File: src/rtl/ts_pkg.sv
package ts_pkg;

  // Smallest interval the block supports; shorter requests are raised to it.
  localparam int MIN_PERIOD = 2;

  // Strobes from the control to the datapath.
  typedef struct packed {
    logic load;     // take the start value
    logic advance;  // add the step and raise the strobe
  } tsCtl_t;

endpackage

File: src/rtl/ts_ctrl.sv
module ts_ctrl
  import ts_pkg::*;
#(
  parameter int CNT_W = 16
) (
  input  logic             clk,
  input  logic             rst,
  input  logic [CNT_W-1:0] periodLen,
  output tsCtl_t           ctl
);

  localparam logic [CNT_W-1:0] MIN_LEN    = CNT_W'(MIN_PERIOD);
  localparam logic [CNT_W-1:0] MIN_RELOAD = CNT_W'(MIN_PERIOD - 1);

  logic [CNT_W-1:0] remain;
  logic [CNT_W-1:0] reloadVal;
  logic             atZero;

  // Reload value is the interval minus one, with short requests clamped.
  always_comb begin
    if (periodLen < MIN_LEN) reloadVal = MIN_RELOAD;
    else                     reloadVal = periodLen - CNT_W'(1);
  end

  assign atZero = (remain == '0);

  // Down-counter: reset and each update edge load the reload value.
  always_ff @(posedge clk) begin
    if (rst)         remain <= reloadVal;
    else if (atZero) remain <= reloadVal;
    else             remain <= remain - CNT_W'(1);
  end

  always_comb begin
    ctl.load    = rst;
    ctl.advance = !rst && atZero;
  end

endmodule

File: src/rtl/ts_datapath.sv
module ts_datapath
  import ts_pkg::*;
#(
  parameter int STAMP_W = 32
) (
  input  logic               clk,
  input  tsCtl_t             ctl,
  input  logic [STAMP_W-1:0] startVal,
  input  logic [STAMP_W-1:0] incr,
  output logic [STAMP_W-1:0] stamp,
  output logic               stampValid
);

  logic [STAMP_W-1:0] stampNext;

  // Modulo addition: the carry out is dropped.
  assign stampNext = stamp + incr;

  always_ff @(posedge clk) begin
    if (ctl.load) begin
      stamp      <= startVal;
      stampValid <= 1'b0;
    end else begin
      if (ctl.advance) stamp <= stampNext;
      stampValid <= ctl.advance;
    end
  end

endmodule

File: src/rtl/sync_stamp_gen.sv
module sync_stamp_gen
  import ts_pkg::*;
#(
  parameter int STAMP_W = 32,
  parameter int CNT_W   = 16
) (
  input  logic               clk,
  input  logic               rst,
  input  logic [CNT_W-1:0]   periodLen,
  input  logic [STAMP_W-1:0] startVal,
  input  logic [STAMP_W-1:0] incr,
  output logic [STAMP_W-1:0] stamp,
  output logic               stampValid
);

  tsCtl_t ctl;

  ts_ctrl #(.CNT_W(CNT_W)) uCtrl (
    .clk       (clk),
    .rst       (rst),
    .periodLen (periodLen),
    .ctl       (ctl)
  );

  ts_datapath #(.STAMP_W(STAMP_W)) uData (
    .clk        (clk),
    .ctl        (ctl),
    .startVal   (startVal),
    .incr       (incr),
    .stamp      (stamp),
    .stampValid (stampValid)
  );

endmodule

File: config.mk
export PLATFORM = sky130hd
export DESIGN_NAME = sync_stamp_gen
export DESIGN_NICKNAME = d
export VERILOG_FILES = /design/src/rtl/ts_pkg.sv /design/src/rtl/ts_ctrl.sv /design/src/rtl/ts_datapath.sv /design/src/rtl/sync_stamp_gen.sv
export SDC_FILE = /design/constraint.sdc
export NUM_CORES = 1
export LEC_CHECK = 0
export ABC_CLOCK_PERIOD_IN_PS = 7150
export BUFFER_PORTS_ARGS = -buffer_cell sky130_fd_sc_hd__buf_2
export CAP_MARGIN = 20
export CORE_MARGIN = 5
export CORE_UTILIZATION = 58
export DETAILED_ROUTE_END_ITERATION = 8
export PLACE_DENSITY = 0.87
export SLEW_MARGIN = 30
export SYNTH_ARGS = -nofsm -noshare
export SYNTH_HDL_FRONTEND = slang
export SYNTH_HIERARCHICAL = 1
export SYNTH_SLANG_ARGS = --single-unit
File: constraint.sdc
create_clock -name clk -period 7.15 [get_ports clk]
set_input_delay 1.0725 -clock clk [delete_from_list [all_inputs] [get_ports clk]]
set_output_delay 1.0725 -clock clk [all_outputs]
set_load 0.1 [all_outputs]
==> flow_summary.html, run 1 <==
<table>
<tr><th>Metric</th><th>Value</th></tr>
<tr><th colspan="2">Synth</th></tr>
<tr><td>Synthesized area per cell</td><td>just under 9 um2</td></tr>
<tr><td>Synth warnings</td><td>6</td></tr>
<tr><td>Sequential element share of the synthesized area</td><td>0.305</td></tr>
<tr><td>Post-synth ARST share</td><td>0</td></tr>
<tr><td>Number of storage elements in the synthesis netlist</td><td>49</td></tr>
<tr><td>Most used flip-flop cell after synthesis</td><td>sky130_fd_sc_hd__edfxtp_1</td></tr>
<tr><td>Gate Count Post-Synth</td><td>just under 500</td></tr>
<tr><td>Net count after synthesis</td><td>roughly 600</td></tr>
<tr><td>Post-synthesis cell type count</td><td>66</td></tr>
<tr><td>Synthesized area</td><td>about 4300 um2</td></tr>
<tr><td>Number of flops mapped to enable cells by yosys</td><td>32</td></tr>
<tr><th colspan="2">Floorplanning</th></tr>
<tr><td>Core region area</td><td>7210 um2</td></tr>
<tr><td>Area enclosed by the die boundary</td><td>around 9200 um2</td></tr>
<tr><td>Number of top-level design ports</td><td>115</td></tr>
<tr><td>Total number of placement rows</td><td>31</td></tr>
<tr><td>Effective utilization at floorplan</td><td>0.591</td></tr>
<tr><td>Vertical extent of the die</td><td>about 96 um</td></tr>
<tr><td>Die width</td><td>between 90 and 100 um</td></tr>
<tr><th colspan="2">Routing</th></tr>
<tr><td>Number of DRC markers in iteration 0</td><td>301</td></tr>
<tr><td>Count of antenna-violating nets left after detailed routing</td><td>0</td></tr>
<tr><td>Drt wl/cell</td><td>15.5 um</td></tr>
<tr><td>Post-Route WL</td><td>around 11 mm</td></tr>
<tr><td>DR pass1 iterations</td><td>5</td></tr>
<tr><td>Total number of vias</td><td>~4.2k</td></tr>
<tr><td>Drt drc</td><td>0</td></tr>
<tr><td>Via density per instance</td><td>around 6</td></tr>
<tr><th colspan="2">STA</th></tr>
<tr><td>Slew @ Worst Pin</td><td>about 0.84 ns</td></tr>
<tr><td>Fin. max-slew vios</td><td>0</td></tr>
<tr><td>Final setup vio count</td><td>0</td></tr>
<tr><td>Final critical-path share of the clock period</td><td>0.437</td></tr>
<tr><td>Worst Slack Setup Final</td><td>about 4 ns</td></tr>
<tr><td>Sum Neg Setup Slack</td><td>0 ns</td></tr>
<tr><td>Headroom to the max-slew limit</td><td>0.439</td></tr>
<tr><td>Post-Route Skew</td><td>around 0.013 ns</td></tr>
<tr><td>RSZ-0062 raised after global routing</td><td>false</td></tr>
<tr><td>Number of endpoints with negative hold slack in the final report</td><td>0</td></tr>
<tr><td>Post-route minimum period</td><td>3.13 ns</td></tr>
<tr><td>Highest Clock Rate</td><td>~0.32 GHz</td></tr>
<tr><th colspan="2">Pwr</th></tr>
<tr><td>Internal power component</td><td>around 640 uW</td></tr>
<tr><td>Leak</td><td>roughly 2.1 nW</td></tr>
<tr><td>Largest voltage drop on the vdd net</td><td>around 0.13 mV</td></tr>
<tr><td>Power Density</td><td>roughly 240 nW/um2</td></tr>
<tr><td>Switching portion of total power</td><td>0.459</td></tr>
<tr><td>Power dissipated by switching net loads</td><td>between 500 and 600 uW</td></tr>
<tr><td>Relative contribution of combinational cells to total power</td><td>0.515</td></tr>
<tr><td>Clock network power share</td><td>0.169</td></tr>
<tr><td>Portion of total power attributed to sequential cells</td><td>0.316</td></tr>
<tr><th colspan="2">Global route</th></tr>
<tr><td>Wire length of the first global-routing pass</td><td>about 18 mm</td></tr>
<tr><td>Number of antenna violations at the first check in global routing</td><td>0</td></tr>
<tr><td>GR Util All Layers</td><td>0.242</td></tr>
<tr><td>Largest net degree at the start of global routing</td><td>between 60 and 70</td></tr>
<tr><td>Vias in the first global route</td><td>4047</td></tr>
<tr><td>Overflow left after global routing</td><td>0</td></tr>
<tr><th colspan="2">Critical path</th></tr>
<tr><td>Maximum net fanout on the critical path</td><td>8</td></tr>
<tr><td>Register-to-register setup slack</td><td>between 4 and 5 ns</td></tr>
<tr><td>Worst Setup End Kind</td><td>register</td></tr>
<tr><td>Worst path buffer plus inverter count</td><td>1</td></tr>
<tr><td>Crit path required time</td><td>7.18 ns</td></tr>
<tr><td>Worst endpoint data arrival time</td><td>between 3 and 4 ns</td></tr>
<tr><td>Crit-path cells</td><td>buf_2, ha_1, nand4_1, nor2_1, o2111ai_1, a311oi_1, o22ai_1, xnor2_1, o21ai_0</td></tr>
<tr><td>Reg-to-Reg Start</td><td>uData/stamp[4]</td></tr>
<tr><td>Delay-heaviest family, CP</td><td>compound AO/OA/AOI/OAI gates</td></tr>
<tr><td>Slowest cell delay on critical path</td><td>roughly 0.43 ns</td></tr>
<tr><td>Crit path kind</td><td>in2reg</td></tr>
<tr><td>Critical path depth</td><td>9</td></tr>
<tr><td>Kind of start point of the critical path</td><td>primary input</td></tr>
<tr><td>Capture instance of the worst register-to-register path</td><td>uData/stamp[31]</td></tr>
<tr><td>Crit path max-delay cell type</td><td>sky130_fd_sc_hd__ha_1</td></tr>
<tr><td>R2r worst-path depth</td><td>8</td></tr>
<tr><th colspan="2">Worst hold path</th></tr>
<tr><td>Capture endpoint of the worst hold path</td><td>uCtrl/remain[15]</td></tr>
<tr><td>Instance count along the most critical hold path</td><td>2</td></tr>
<tr><td>Start point of the worst hold path</td><td>uCtrl/remain[15]</td></tr>
<tr><td>Class of the most critical hold timing path</td><td>reg2reg</td></tr>
<tr><th colspan="2">Clock tree</th></tr>
<tr><td>CTS tree</td><td>yes</td></tr>
<tr><td>Depth of the CTS H-tree</td><td>2</td></tr>
<tr><td>Sink count of the clock tree</td><td>49</td></tr>
<tr><td>Post-cts resize count</td><td>0</td></tr>
<tr><td>Maximum root-to-sink buffer count</td><td>2</td></tr>
<tr><td>Post-CTS setup buffer count</td><td>0</td></tr>
<tr><td>Buffer type at the clock tree root</td><td>sky130_fd_sc_hd__clkbuf_8</td></tr>
<tr><td>Number of buffers created by CTS</td><td>5</td></tr>
<tr><td>Register clock-pin slew on the reported worst setup and hold paths</td><td>~0.10 ns</td></tr>
<tr><td>Clk Latency, worst-skew pair</td><td>~0.3 ns</td></tr>
<tr><td>Hold_buf cts</td><td>0</td></tr>
<tr><th colspan="2">Final layout</th></tr>
<tr><td>Number of nets in the finished design</td><td>between 700 and 800</td></tr>
<tr><td>Final standard cell count with taps included and fillers excluded</td><td>a little under 700</td></tr>
<tr><td>Share of post-route cells with drive strength above 1</td><td>0.258</td></tr>
<tr><td>Filler cell count</td><td>620</td></tr>
<tr><td>Area of the multi-input gates</td><td>roughly 2800 um2</td></tr>
<tr><td>Post-synthesis to final-layout area growth</td><td>16.9%</td></tr>
<tr><td>Diodes inserted</td><td>0</td></tr>
<tr><td>Seq. cell area</td><td>between 1000 and 1500 um2</td></tr>
<tr><th colspan="2">Job</th></tr>
<tr><td>Max Cap Violations</td><td>0</td></tr>
<tr><th colspan="2">Placed design</th></tr>
<tr><td>Detail Placement HPWL</td><td>between 8 and 9 mm</td></tr>
<tr><td>Gpl congestion</td><td>between 0.9 and 1</td></tr>
<tr><td>Placed insts</td><td>688</td></tr>
<tr><td>Quantity of I/O buffers inserted on ports</td><td>~110</td></tr>
<tr><td>Setup Slack @ Placement</td><td>roughly 3.8 ns</td></tr>
<tr><th colspan="2">Run status</th></tr>
<tr><td>Run status</td><td>finished clean</td></tr>
</table>
[tightest hold or removal path: stages, from the launching register on]
cell                      delay [ns]
sky130_fd_sc_hd__dfxtp_1        0.35
sky130_fd_sc_hd__xor2_1         0.07
sky130_fd_sc_hd__o21ai_0        0.12
[how the worst max path moves through the flow]
| stage | start | end |
|---|---|---|
| 2_1_floorplan | incr[0] | uData/stamp[22] |
| 3_3_place_gp | incr[0] | uData/stamp[28] |
| 3_5_place_dp | incr[0] | uData/stamp[28] |
| 4_1_cts | incr[9] | uData/stamp[31] |
| 5_1_grt | incr[9] | uData/stamp[31] |
| 6_report | incr[9] | uData/stamp[31] |
[power by group through the flow]
| stage | combinational [mW] | clock [mW] | sequential, mW |
|---|---|---|---|
| 2_1_floorplan | 0.309 | 0 | 0.551 |
| 3_3_place_gp | 0.586 | 0 | 0.378 |
| 3_5_place_dp | 0.598 | 0 | 0.380 |
| 4_1_cts | 0.602 | 0.204 | 0.374 |
| 5_1_grt | 0.655 | 0.216 | 0.378 |
| 6_report | 0.608 | 0.199 | 0.373 |
[Yosys cell counts, types with 2 or more instances]
| cell | instances | area share |
|---|---|---|
| sky130_fd_sc_hd__a211oi_1 | 5 | 0.0088 |
| sky130_fd_sc_hd__a31oi_1 | 5 | 0.0073 |
| sky130_fd_sc_hd__nor3_1 | 16 | 0.019 |
| sky130_fd_sc_hd__dfxtp_1 | 17 | 0.080 |
| sky130_fd_sc_hd__o2111ai_1 | 3 | 0.0062 |
| sky130_fd_sc_hd__o21a_1 | 4 | 0.0070 |
| sky130_fd_sc_hd__buf_6 | 3 | 0.0079 |
| sky130_fd_sc_hd__and3_1 | 6 | 0.0088 |
| sky130_fd_sc_hd__inv_1 | 15 | 0.013 |
| sky130_fd_sc_hd__o22ai_2 | 6 | 0.018 |
| sky130_fd_sc_hd__mux2_2 | 2 | 0.0053 |
| sky130_fd_sc_hd__o21ai_2 | 2 | 0.0041 |
| sky130_fd_sc_hd__and4_1 | 2 | 0.0041 |
| sky130_fd_sc_hd__o31ai_2 | 3 | 0.0088 |
| sky130_fd_sc_hd__and2_1 | 7 | 0.010 |
| sky130_fd_sc_hd__nand2b_1 | 5 | 0.0073 |
| sky130_fd_sc_hd__nand2_1 | 72 | 0.063 |
| sky130_fd_sc_hd__mux2i_1 | 2 | 0.0047 |
| sky130_fd_sc_hd__o31ai_1 | 2 | 0.0035 |
| sky130_fd_sc_hd__a2111oi_2 | 2 | 0.0070 |
| sky130_fd_sc_hd__nor4_1 | 2 | 0.0029 |
| sky130_fd_sc_hd__a21o_1 | 3 | 0.0053 |
| sky130_fd_sc_hd__edfxtp_1 | 32 | 0.23 |
| sky130_fd_sc_hd__or4_4 | 2 | 0.0053 |
| sky130_fd_sc_hd__o21ai_1 | 4 | 0.0047 |
| sky130_fd_sc_hd__o21bai_1 | 3 | 0.0053 |
| sky130_fd_sc_hd__a21oi_1 | 30 | 0.035 |
| sky130_fd_sc_hd__buf_4 | 2 | 0.0035 |
| sky130_fd_sc_hd__or4_1 | 2 | 0.0035 |
| sky130_fd_sc_hd__o21ai_0 | 45 | 0.053 |
| sky130_fd_sc_hd__xnor2_1 | 34 | 0.070 |
| sky130_fd_sc_hd__clkbuf_1 | 11 | 0.0097 |
| sky130_fd_sc_hd__nand4_1 | 8 | 0.012 |
| sky130_fd_sc_hd__nor2_1 | 30 | 0.026 |
| sky130_fd_sc_hd__nor4_2 | 2 | 0.0059 |
| sky130_fd_sc_hd__nor2b_1 | 3 | 0.0044 |
| sky130_fd_sc_hd__ha_1 | 34 | 0.10 |
| sky130_fd_sc_hd__nor3b_1 | 2 | 0.0035 |
| sky130_fd_sc_hd__o22ai_1 | 9 | 0.013 |
| sky130_fd_sc_hd__xor2_1 | 18 | 0.037 |
| sky130_fd_sc_hd__nand3_1 | 11 | 0.013 |
[metrics by stage]
step	area, um2	hold slack, ns	power [mW]	utilization
after CTS	4980	0.581	1.18	0.691
after floorplan	4270	0.521	0.860	-
after global routing	4990	0.623	1.25	0.691
after detailed placement	4870	0.556	0.978	0.675
final	4990	0.570	1.18	0.691
after global placement	4870	0.538	0.964	0.675
[layer usage]
layer | wire length, um | vias to the layer above | global-route usage
li1 | - | 2019 | -
met1 | 4560 | 1913 | 0.313
met2 | 5160 | 203 | 0.417
met3 | 850 | 22 | 0.0321
met4 | 211 | 0 | 0.0770
met5 | 0 | - | 0
[logic make-up (layout without fill, tap and decap cells)]
family | Yosys count | in the layout | synth area share
AND/OR/NAND/NOR | 175 | 175 | 0.201
AO/OA/AOI/OAI | 144 | 144 | 0.235
XOR/XNOR | 52 | 52 | 0.107
flip-flops | 49 | 49 | 0.305
adder cells (fa/ha/maj) | 35 | 35 | 0.104
buffers and inverters | 31 | 137 | 0.0343
multiplexers | 5 | 5 | 0.0135
[flip-flops by register name (all words and copies together) (netlist names)]
| signal | cells |
|---|---|
| uData/stamp | 32 |
| uData/stampValid | 1 |
| uCtrl/remain | 16 |
[layout make-up]
| class | instances | area share |
|---|---|---|
| tap | 99 | 0.0248 |
| multi-input combinational | 411 | 0.565 |
| timing repair buffer | 114 | 0.115 |
| sequential | 49 | 0.261 |
| clock buffer | 8 | 0.0231 |
| inverter | 15 | 0.0113 |
[layout by cell type, fill, tap and decap left out, types with 3 or more instances in the layout]
cell type / n
sky130_fd_sc_hd__nand4_1: 8
sky130_fd_sc_hd__and2_1: 7
sky130_fd_sc_hd__o22ai_2: 6
sky130_fd_sc_hd__clkbuf_8: 6
sky130_fd_sc_hd__o21ai_0: 45
sky130_fd_sc_hd__nor2b_1: 3
sky130_fd_sc_hd__o31ai_2: 3
sky130_fd_sc_hd__a21o_1: 3
sky130_fd_sc_hd__nand3_1: 11
sky130_fd_sc_hd__o21bai_1: 3
sky130_fd_sc_hd__o2111ai_1: 3
sky130_fd_sc_hd__o21ai_1: 4
sky130_fd_sc_hd__a21oi_1: 30
sky130_fd_sc_hd__nand2_1: 72
sky130_fd_sc_hd__o21a_1: 4
sky130_fd_sc_hd__dfxtp_1: 17
sky130_fd_sc_hd__xnor2_1: 34
sky130_fd_sc_hd__edfxtp_1: 32
sky130_fd_sc_hd__a31oi_1: 5
sky130_fd_sc_hd__a211oi_1: 5
sky130_fd_sc_hd__o22ai_1: 9
sky130_fd_sc_hd__and3_1: 6
sky130_fd_sc_hd__ha_1: 34
sky130_fd_sc_hd__nor2_1: 30
sky130_fd_sc_hd__nand2b_1: 5
sky130_fd_sc_hd__inv_1: 15
sky130_fd_sc_hd__nor3_1: 16
sky130_fd_sc_hd__buf_2: 113
sky130_fd_sc_hd__xor2_1: 18
Power figures use the tool's default switching activity.
==> run 2: changes to the inputs <==
Settings changed: ABC_CLOCK_PERIOD_IN_PS 7150 to 3030, CORE_UTILIZATION 58 to 54, PLACE_DENSITY 0.87 to 0.82.
Clock period 7.15 ns to 3.03 ns, I/O delays scaled along.
==> flow_summary.html, run 2 (synthesized netlist as in run 1, its figures left out) <==
<table>
<tr><th>Metric</th><th>Value</th></tr>
<tr><th colspan="2">Clock tree</th></tr>
<tr><td>Number of buffers created by CTS</td><td>5</td></tr>
<tr><td>CTS tree</td><td>yes</td></tr>
<tr><td>Maximum root-to-sink buffer count</td><td>2</td></tr>
<tr><td>Clk Latency, worst-skew pair</td><td>a little over 0.3 ns</td></tr>
<tr><td>Sink count of the clock tree</td><td>49</td></tr>
<tr><td>Depth of the CTS H-tree</td><td>2</td></tr>
<tr><td>Post-cts resize count</td><td>0</td></tr>
<tr><td>Register clock-pin slew on the reported worst setup and hold paths</td><td>about 0.10 ns</td></tr>
<tr><td>Buffer type at the clock tree root</td><td>sky130_fd_sc_hd__clkbuf_8</td></tr>
<tr><td>Hold_buf cts</td><td>0</td></tr>
<tr><td>Post-CTS setup buffer count</td><td>0</td></tr>
<tr><th colspan="2">Critical path</th></tr>
<tr><td>Worst Setup End Kind</td><td>register</td></tr>
<tr><td>Maximum net fanout on the critical path</td><td>4</td></tr>
<tr><td>Crit path required time</td><td>around 3 ns</td></tr>
<tr><td>Worst endpoint data arrival time</td><td>around 2.7 ns</td></tr>
<tr><td>R2r worst-path depth</td><td>8</td></tr>
<tr><td>Kind of start point of the critical path</td><td>register</td></tr>
<tr><td>Crit path kind</td><td>reg2reg</td></tr>
<tr><th colspan="2">STA</th></tr>
<tr><td>Final critical-path share of the clock period</td><td>0.874</td></tr>
<tr><td>Post-Route Skew</td><td>0.00601 ns</td></tr>
<tr><td>Headroom to the max-slew limit</td><td>0.607</td></tr>
<tr><td>Number of endpoints with negative hold slack in the final report</td><td>0</td></tr>
<tr><td>Post-route minimum period</td><td>2.65 ns</td></tr>
<tr><td>Sum Neg Setup Slack</td><td>0 ns</td></tr>
<tr><td>Highest Clock Rate</td><td>roughly 0.38 GHz</td></tr>
<tr><td>Slew @ Worst Pin</td><td>approximately 0.58 ns</td></tr>
<tr><td>Worst Slack Setup Final</td><td>roughly 0.38 ns</td></tr>
<tr><td>RSZ-0062 raised after global routing</td><td>false</td></tr>
<tr><td>Fin. max-slew vios</td><td>0</td></tr>
<tr><td>Final setup vio count</td><td>0</td></tr>
<tr><th colspan="2">Routing</th></tr>
<tr><td>Total number of vias</td><td>just over 4k</td></tr>
<tr><td>Via density per instance</td><td>a little under 6</td></tr>
<tr><td>Drt drc</td><td>0</td></tr>
<tr><td>DR pass1 iterations</td><td>5</td></tr>
<tr><td>Count of antenna-violating nets left after detailed routing</td><td>0</td></tr>
<tr><td>Drt wl/cell</td><td>between 15 and 20 um</td></tr>
<tr><td>Number of DRC markers in iteration 0</td><td>~170</td></tr>
<tr><td>Post-Route WL</td><td>around 11 mm</td></tr>
<tr><th colspan="2">Run status</th></tr>
<tr><td>Run status</td><td>finished clean</td></tr>
<tr><th colspan="2">Placed design</th></tr>
<tr><td>Detail Placement HPWL</td><td>8.68 mm</td></tr>
<tr><td>Quantity of I/O buffers inserted on ports</td><td>~110</td></tr>
<tr><td>Setup Slack @ Placement</td><td>~0.24 ns</td></tr>
<tr><td>Gpl congestion</td><td>around 0.9</td></tr>
<tr><th colspan="2">Pwr</th></tr>
<tr><td>Largest voltage drop on the vdd net</td><td>between 0.3 and 0.4 mV</td></tr>
<tr><td>Power dissipated by switching net loads</td><td>~1.3 mW</td></tr>
<tr><td>Leak</td><td>roughly 2.1 nW</td></tr>
<tr><td>Switching portion of total power</td><td>0.476</td></tr>
<tr><td>Internal power component</td><td>about 1.4 mW</td></tr>
<tr><td>Power Density</td><td>~550 nW/um2</td></tr>
<tr><td>Portion of total power attributed to sequential cells</td><td>0.321</td></tr>
<tr><td>Relative contribution of combinational cells to total power</td><td>0.524</td></tr>
<tr><td>Clock network power share</td><td>0.155</td></tr>
<tr><th colspan="2">Global route</th></tr>
<tr><td>Vias in the first global route</td><td>between 4k and 5k</td></tr>
<tr><td>Wire length of the first global-routing pass</td><td>18.3 mm</td></tr>
<tr><td>Largest net degree at the start of global routing</td><td>37</td></tr>
<tr><td>Number of antenna violations at the first check in global routing</td><td>0</td></tr>
<tr><td>Overflow left after global routing</td><td>0</td></tr>
<tr><td>GR Util All Layers</td><td>0.221</td></tr>
<tr><th colspan="2">Floorplanning</th></tr>
<tr><td>Effective utilization at floorplan</td><td>0.552</td></tr>
<tr><td>Total number of placement rows</td><td>32</td></tr>
<tr><td>Core region area</td><td>approximately 7700 um2</td></tr>
<tr><td>Area enclosed by the die boundary</td><td>just under 10000 um2</td></tr>
<tr><td>Vertical extent of the die</td><td>98.9 um</td></tr>
<tr><td>Die width</td><td>98.9 um</td></tr>
<tr><td>Number of top-level design ports</td><td>between 100 and 150</td></tr>
<tr><th colspan="2">Final layout</th></tr>
<tr><td>Share of post-route cells with drive strength above 1</td><td>0.263</td></tr>
<tr><td>Commonest cells after routing, fill and taps aside</td><td>sky130_fd_sc_hd__buf_2 (114), sky130_fd_sc_hd__nand2_1 (72), sky130_fd_sc_hd__o21ai_0 (45), sky130_fd_sc_hd__xnor2_1 (34), sky130_fd_sc_hd__ha_1 (34)</td></tr>
<tr><td>Post-synthesis to final-layout area growth</td><td>17.4%</td></tr>
<tr><td>Registers with the most flip-flops</td><td>uData/stamp (32), uCtrl/remain (16), uData/stampValid (1)</td></tr>
<tr><td>Filler cell count</td><td>approximately 670</td></tr>
<tr><td>Top register by number of flip-flops</td><td>uData/stamp</td></tr>
<tr><td>Number of nets in the finished design</td><td>about 720</td></tr>
<tr><td>Commonest non-fill, non-tap cell in the layout</td><td>sky130_fd_sc_hd__buf_2</td></tr>
<tr><td>Diodes inserted</td><td>0</td></tr>
<tr><td>Number of flip-flops in the largest register</td><td>32</td></tr>
<tr><th colspan="2">Worst hold path</th></tr>
<tr><td>Class of the most critical hold timing path</td><td>in2reg</td></tr>
<tr><td>Instance count along the most critical hold path</td><td>3</td></tr>
<tr><th colspan="2">Job</th></tr>
<tr><td>Max Cap Violations</td><td>0</td></tr>
</table>
-- run 2: worst paths after layout --
check                   start                to  slack, ns
max            uData/stamp[4]   uData/stamp[31]       0.38
min               startVal[6]    uData/stamp[6]       0.41
max reg2reg    uData/stamp[4]   uData/stamp[31]       0.38
min reg2reg  uCtrl/remain[11]  uCtrl/remain[11]       0.59
-- run 2: worst max-delay path, cell delays in order (launching register included) --
cell and delay (ns):
sky130_fd_sc_hd__edfxtp_1 0.41, sky130_fd_sc_hd__ha_1 0.41, sky130_fd_sc_hd__nand2_1 0.15, sky130_fd_sc_hd__a211oi_2 0.38
sky130_fd_sc_hd__o2111ai_1 0.22, sky130_fd_sc_hd__a311oi_1 0.37, sky130_fd_sc_hd__o22ai_1 0.19, sky130_fd_sc_hd__xnor2_1 0.17
sky130_fd_sc_hd__o21ai_0 0.10
-- run 2: power groups by stage --
stage / Sequential [mW] / Clock, mW / Combinational, mW
floorplan: 1.30 / 0 / 0.730
global placement: 0.891 / 0 / 1.40
detailed placement: 0.896 / 0 / 1.42
CTS: 0.881 / 0.434 / 1.43
global route: 0.893 / 0.464 / 1.55
finish: 0.881 / 0.425 / 1.44
-- run 2: per-stage QoR --
stage                     std cells  cell area (um2)  hold slack (ns)  total power [mW]   util
after floorplan                 491             4270            0.521              2.03      -
after global placement          695             4920            0.542              2.29  0.636
after detailed placement        695             4920            0.560              2.32  0.636
after CTS                       703             5010            0.410              2.74  0.648
after global routing            703             5010            0.411              2.91  0.648
final                           703             5010            0.412              2.74  0.648
-- run 2: area by class of cell --
type | count | area, um2 | area share
Multi-Input combinational cell | 411 | 2820 | 0.563
Sequential cell | 49 | 1300 | 0.260
Timing Repair Buffer | 118 | 613 | 0.122
Tap cell | 102 | 128 | 0.0255
Clock buffer | 5 | 68.8 | 0.0137
Inverter | 15 | 56.3 | 0.0112
Clock inverter | 3 | 23.8 | 0.00475
-- run 2: per-layer routing --
| metal | GRT usage | up-vias | share of wire |
|---|---|---|---|
| met5 | 0 | - | 0 |
| met3 | 0.0375 | 11 | 0.079 |
| met1 | 0.285 | 1846 | 0.43 |
| met2 | 0.380 | 181 | 0.48 |
| met4 | 0.0630 | 0 | 0.013 |
| li1 | - | 2031 | - |
==> run 3: changes to the inputs <==
Settings changed: CORE_ASPECT_RATIO set to 1.4.
==> flow_summary.html, run 3 (synthesized netlist as in run 1, its figures left out) <==
<table>
<tr><th>Metric</th><th>Value</th></tr>
<tr><th colspan="2">Run status</th></tr>
<tr><td>Run status</td><td>finished clean</td></tr>
<tr><th colspan="2">Final layout</th></tr>
<tr><td>Number of nets in the finished design</td><td>721</td></tr>
<tr><td>Commonest cells after routing, fill and taps aside</td><td>sky130_fd_sc_hd__buf_2 (114), sky130_fd_sc_hd__nand2_1 (72), sky130_fd_sc_hd__o21ai_0 (45), sky130_fd_sc_hd__xnor2_1 (34), sky130_fd_sc_hd__ha_1 (34)</td></tr>
<tr><td>Seq. cell area</td><td>between 1000 and 1500 um2</td></tr>
<tr><td>Area of the multi-input gates</td><td>approximately 2800 um2</td></tr>
<tr><td>Post-synthesis to final-layout area growth</td><td>18.2%</td></tr>
<tr><td>Diodes inserted</td><td>0</td></tr>
<tr><td>Registers with the most flip-flops</td><td>uData/stamp (32), uCtrl/remain (16), uData/stampValid (1)</td></tr>
<tr><td>Top register by number of flip-flops</td><td>uData/stamp</td></tr>
<tr><td>Final standard cell count with taps included and fillers excluded</td><td>705</td></tr>
<tr><td>Post-layout util</td><td>0.650</td></tr>
<tr><td>Commonest non-fill, non-tap cell in the layout</td><td>sky130_fd_sc_hd__buf_2</td></tr>
<tr><td>Number of flip-flops in the largest register</td><td>32</td></tr>
<tr><td>Filler cell count</td><td>670</td></tr>
<tr><td>Share of post-route cells with drive strength above 1</td><td>0.268</td></tr>
<tr><th colspan="2">Global route</th></tr>
<tr><td>Number of antenna violations at the first check in global routing</td><td>0</td></tr>
<tr><td>Overflow left after global routing</td><td>0</td></tr>
<tr><td>Largest net degree at the start of global routing</td><td>36</td></tr>
<tr><td>GR Util All Layers</td><td>0.239</td></tr>
<tr><td>Vias in the first global route</td><td>approximately 4.2k</td></tr>
<tr><td>Wire length of the first global-routing pass</td><td>between 15 and 20 mm</td></tr>
<tr><th colspan="2">STA</th></tr>
<tr><td>Sum Neg Setup Slack</td><td>0 ns</td></tr>
<tr><td>Number of endpoints with negative hold slack in the final report</td><td>0</td></tr>
<tr><td>Slew @ Worst Pin</td><td>~0.69 ns</td></tr>
<tr><td>Headroom to the max-slew limit</td><td>0.542</td></tr>
<tr><td>Worst Hold Slack</td><td>between 0.4 and 0.5 ns</td></tr>
<tr><td>Highest Clock Rate</td><td>around 0.37 GHz</td></tr>
<tr><td>Fin. max-slew vios</td><td>0</td></tr>
<tr><td>Final setup vio count</td><td>0</td></tr>
<tr><td>Post-Route Skew</td><td>0.00808 ns</td></tr>
<tr><td>RSZ-0062 raised after global routing</td><td>false</td></tr>
<tr><td>Post-route minimum period</td><td>around 2.7 ns</td></tr>
<tr><td>Final critical-path share of the clock period</td><td>0.901</td></tr>
<tr><th colspan="2">Clock tree</th></tr>
<tr><td>Hold_buf cts</td><td>0</td></tr>
<tr><td>Buffer type at the clock tree root</td><td>sky130_fd_sc_hd__clkbuf_8</td></tr>
<tr><td>Depth of the CTS H-tree</td><td>2</td></tr>
<tr><td>Register clock-pin slew on the reported worst setup and hold paths</td><td>0.09 ns</td></tr>
<tr><td>Post-CTS setup buffer count</td><td>0</td></tr>
<tr><td>Maximum root-to-sink buffer count</td><td>2</td></tr>
<tr><td>Number of buffers created by CTS</td><td>5</td></tr>
<tr><td>Sink count of the clock tree</td><td>just under 50</td></tr>
<tr><td>CTS tree</td><td>yes</td></tr>
<tr><td>Post-cts resize count</td><td>0</td></tr>
<tr><td>Clk Latency, worst-skew pair</td><td>approximately 0.31 ns</td></tr>
<tr><th colspan="2">Critical path</th></tr>
<tr><td>Crit path max-delay cell type</td><td>sky130_fd_sc_hd__edfxtp_1</td></tr>
<tr><td>Start point of the critical path</td><td>uData/stamp[0]</td></tr>
<tr><td>Register-to-register setup slack</td><td>0.30 ns</td></tr>
<tr><td>Capture instance of the worst register-to-register path</td><td>uData/stamp[28]</td></tr>
<tr><td>Worst Setup End Kind</td><td>register</td></tr>
<tr><td>Crit path required time</td><td>~3.1 ns</td></tr>
<tr><td>Kind of start point of the critical path</td><td>register</td></tr>
<tr><td>Crit-path cells</td><td>ha_1, fa_1, a21oi_1, o211ai_2, nand4_1, a211oi_1, nor3b_1, xor2_1, o21ai_0</td></tr>
<tr><td>Worst endpoint data arrival time</td><td>2.77 ns</td></tr>
<tr><td>Slowest cell delay on critical path</td><td>between 0.4 and 0.5 ns</td></tr>
<tr><td>Reg-to-Reg Start</td><td>uData/stamp[0]</td></tr>
<tr><td>R2r worst-path depth</td><td>9</td></tr>
<tr><td>Maximum net fanout on the critical path</td><td>3</td></tr>
<tr><td>CP endpoint</td><td>uData/stamp[28]</td></tr>
<tr><td>Crit path kind</td><td>reg2reg</td></tr>
<tr><th colspan="2">Placed design</th></tr>
<tr><td>Placed insts</td><td>between 600 and 700</td></tr>
<tr><td>Quantity of I/O buffers inserted on ports</td><td>approximately 110</td></tr>
<tr><td>Detail Placement HPWL</td><td>roughly 9.3 mm</td></tr>
<tr><td>Gpl congestion</td><td>around 1</td></tr>
<tr><th colspan="2">Routing</th></tr>
<tr><td>Total number of vias</td><td>a little over 4k</td></tr>
<tr><td>Count of antenna-violating nets left after detailed routing</td><td>0</td></tr>
<tr><td>Via density per instance</td><td>5.79</td></tr>
<tr><td>Drt drc</td><td>0</td></tr>
<tr><td>DR pass1 iterations</td><td>5</td></tr>
<tr><td>Number of DRC markers in iteration 0</td><td>134</td></tr>
<tr><td>Drt wl/cell</td><td>16.2 um</td></tr>
<tr><td>Post-Route WL</td><td>11.4 mm</td></tr>
<tr><th colspan="2">Floorplanning</th></tr>
<tr><td>Effective utilization at floorplan</td><td>0.550</td></tr>
<tr><td>Die width</td><td>85.1 um</td></tr>
<tr><td>Core region area</td><td>about 7700 um2</td></tr>
<tr><td>Total number of placement rows</td><td>38</td></tr>
<tr><td>Area enclosed by the die boundary</td><td>between 9000 and 10000 um2</td></tr>
<tr><td>Vertical extent of the die</td><td>about 120 um</td></tr>
<tr><td>Number of top-level design ports</td><td>~120</td></tr>
<tr><th colspan="2">Pwr</th></tr>
<tr><td>Power Density</td><td>approximately 550 nW/um2</td></tr>
<tr><td>Leak</td><td>2.10 nW</td></tr>
<tr><td>Largest voltage drop on the vdd net</td><td>0.296 mV</td></tr>
<tr><th colspan="2">Worst hold path</th></tr>
<tr><td>Class of the most critical hold timing path</td><td>in2reg</td></tr>
<tr><th colspan="2">Job</th></tr>
<tr><td>Max Cap Violations</td><td>0</td></tr>
</table>
-- run 3: cell types whose count changed in the layout (fill, tap and decap cells not counted) --
cell / change
sky130_fd_sc_hd__buf_4: +5
sky130_fd_sc_hd__inv_6: -2
sky130_fd_sc_hd__buf_12: -1
sky130_fd_sc_hd__clkbuf_16: +1
sky130_fd_sc_hd__clkinv_4: +1
-- run 3: worst min-delay path by stage --
| stage | startpoint | end | slack, ns | cells past startpoint |
|---|---|---|---|---|
| after global routing | periodLen[15] | uCtrl/remain[15] | 0.40 | 3 |
| after floorplan | uCtrl/remain[15] | uCtrl/remain[15] | 0.52 | 2 |
| after CTS | periodLen[15] | uCtrl/remain[15] | 0.39 | 3 |
| after global placement | uCtrl/remain[15] | uCtrl/remain[15] | 0.54 | 2 |
| final | periodLen[15] | uCtrl/remain[15] | 0.40 | 3 |
| after detailed placement | uCtrl/remain[11] | uCtrl/remain[11] | 0.56 | 2 |
-- run 3: power by group --
part / leakage [nW] / internal (mW) / switching (mW)
sequential: 0.459 / 0.822 / 0.0612
combinational: 1.59 / 0.455 / 0.995
clock: 0.0569 / 0.215 / 0.243
total: 2.10 / 1.49 / 1.30
-- run 3: per-layer routing --
layer  global-route usage  up-vias  part of all wire
met3               0.0323       21             0.057
li1                     -     2035                 -
met4               0.0824        0             0.026
met5                    0        -                 0
met1                0.287     1892              0.41
met2                0.434      132              0.51
-- run 3: cell type report --
class                   count  area share
repair buffers            122       0.125
clock buffers               6      0.0186
inverters                  15      0.0112
flip-flops and latches     49       0.258
clock inverters             2     0.00298
multi-input cells         411       0.559
well taps                 100      0.0248
-- run 3: critical path: cells and delay by family, from the launching register on --
family                   cells  cell delay [ns]
flip-flops                   1             0.43
XOR/XNOR                     1             0.19
adder cells (fa/ha/maj)      2             0.66
AND/OR/NAND/NOR              2             0.55
AO/OA/AOI/OAI                4             0.63
-- run 3: stage by stage --
step	worst slack (ns)	cell area, um2	total power, mW
2_1_floorplan	0.121	4270	2.03
3_3_place_gp	0.203	4930	2.32
3_5_place_dp	0.187	4930	2.34
4_1_cts	0.311	5040	2.81
5_1_grt	0.169	5040	2.97
6_report	0.301	5040	2.79
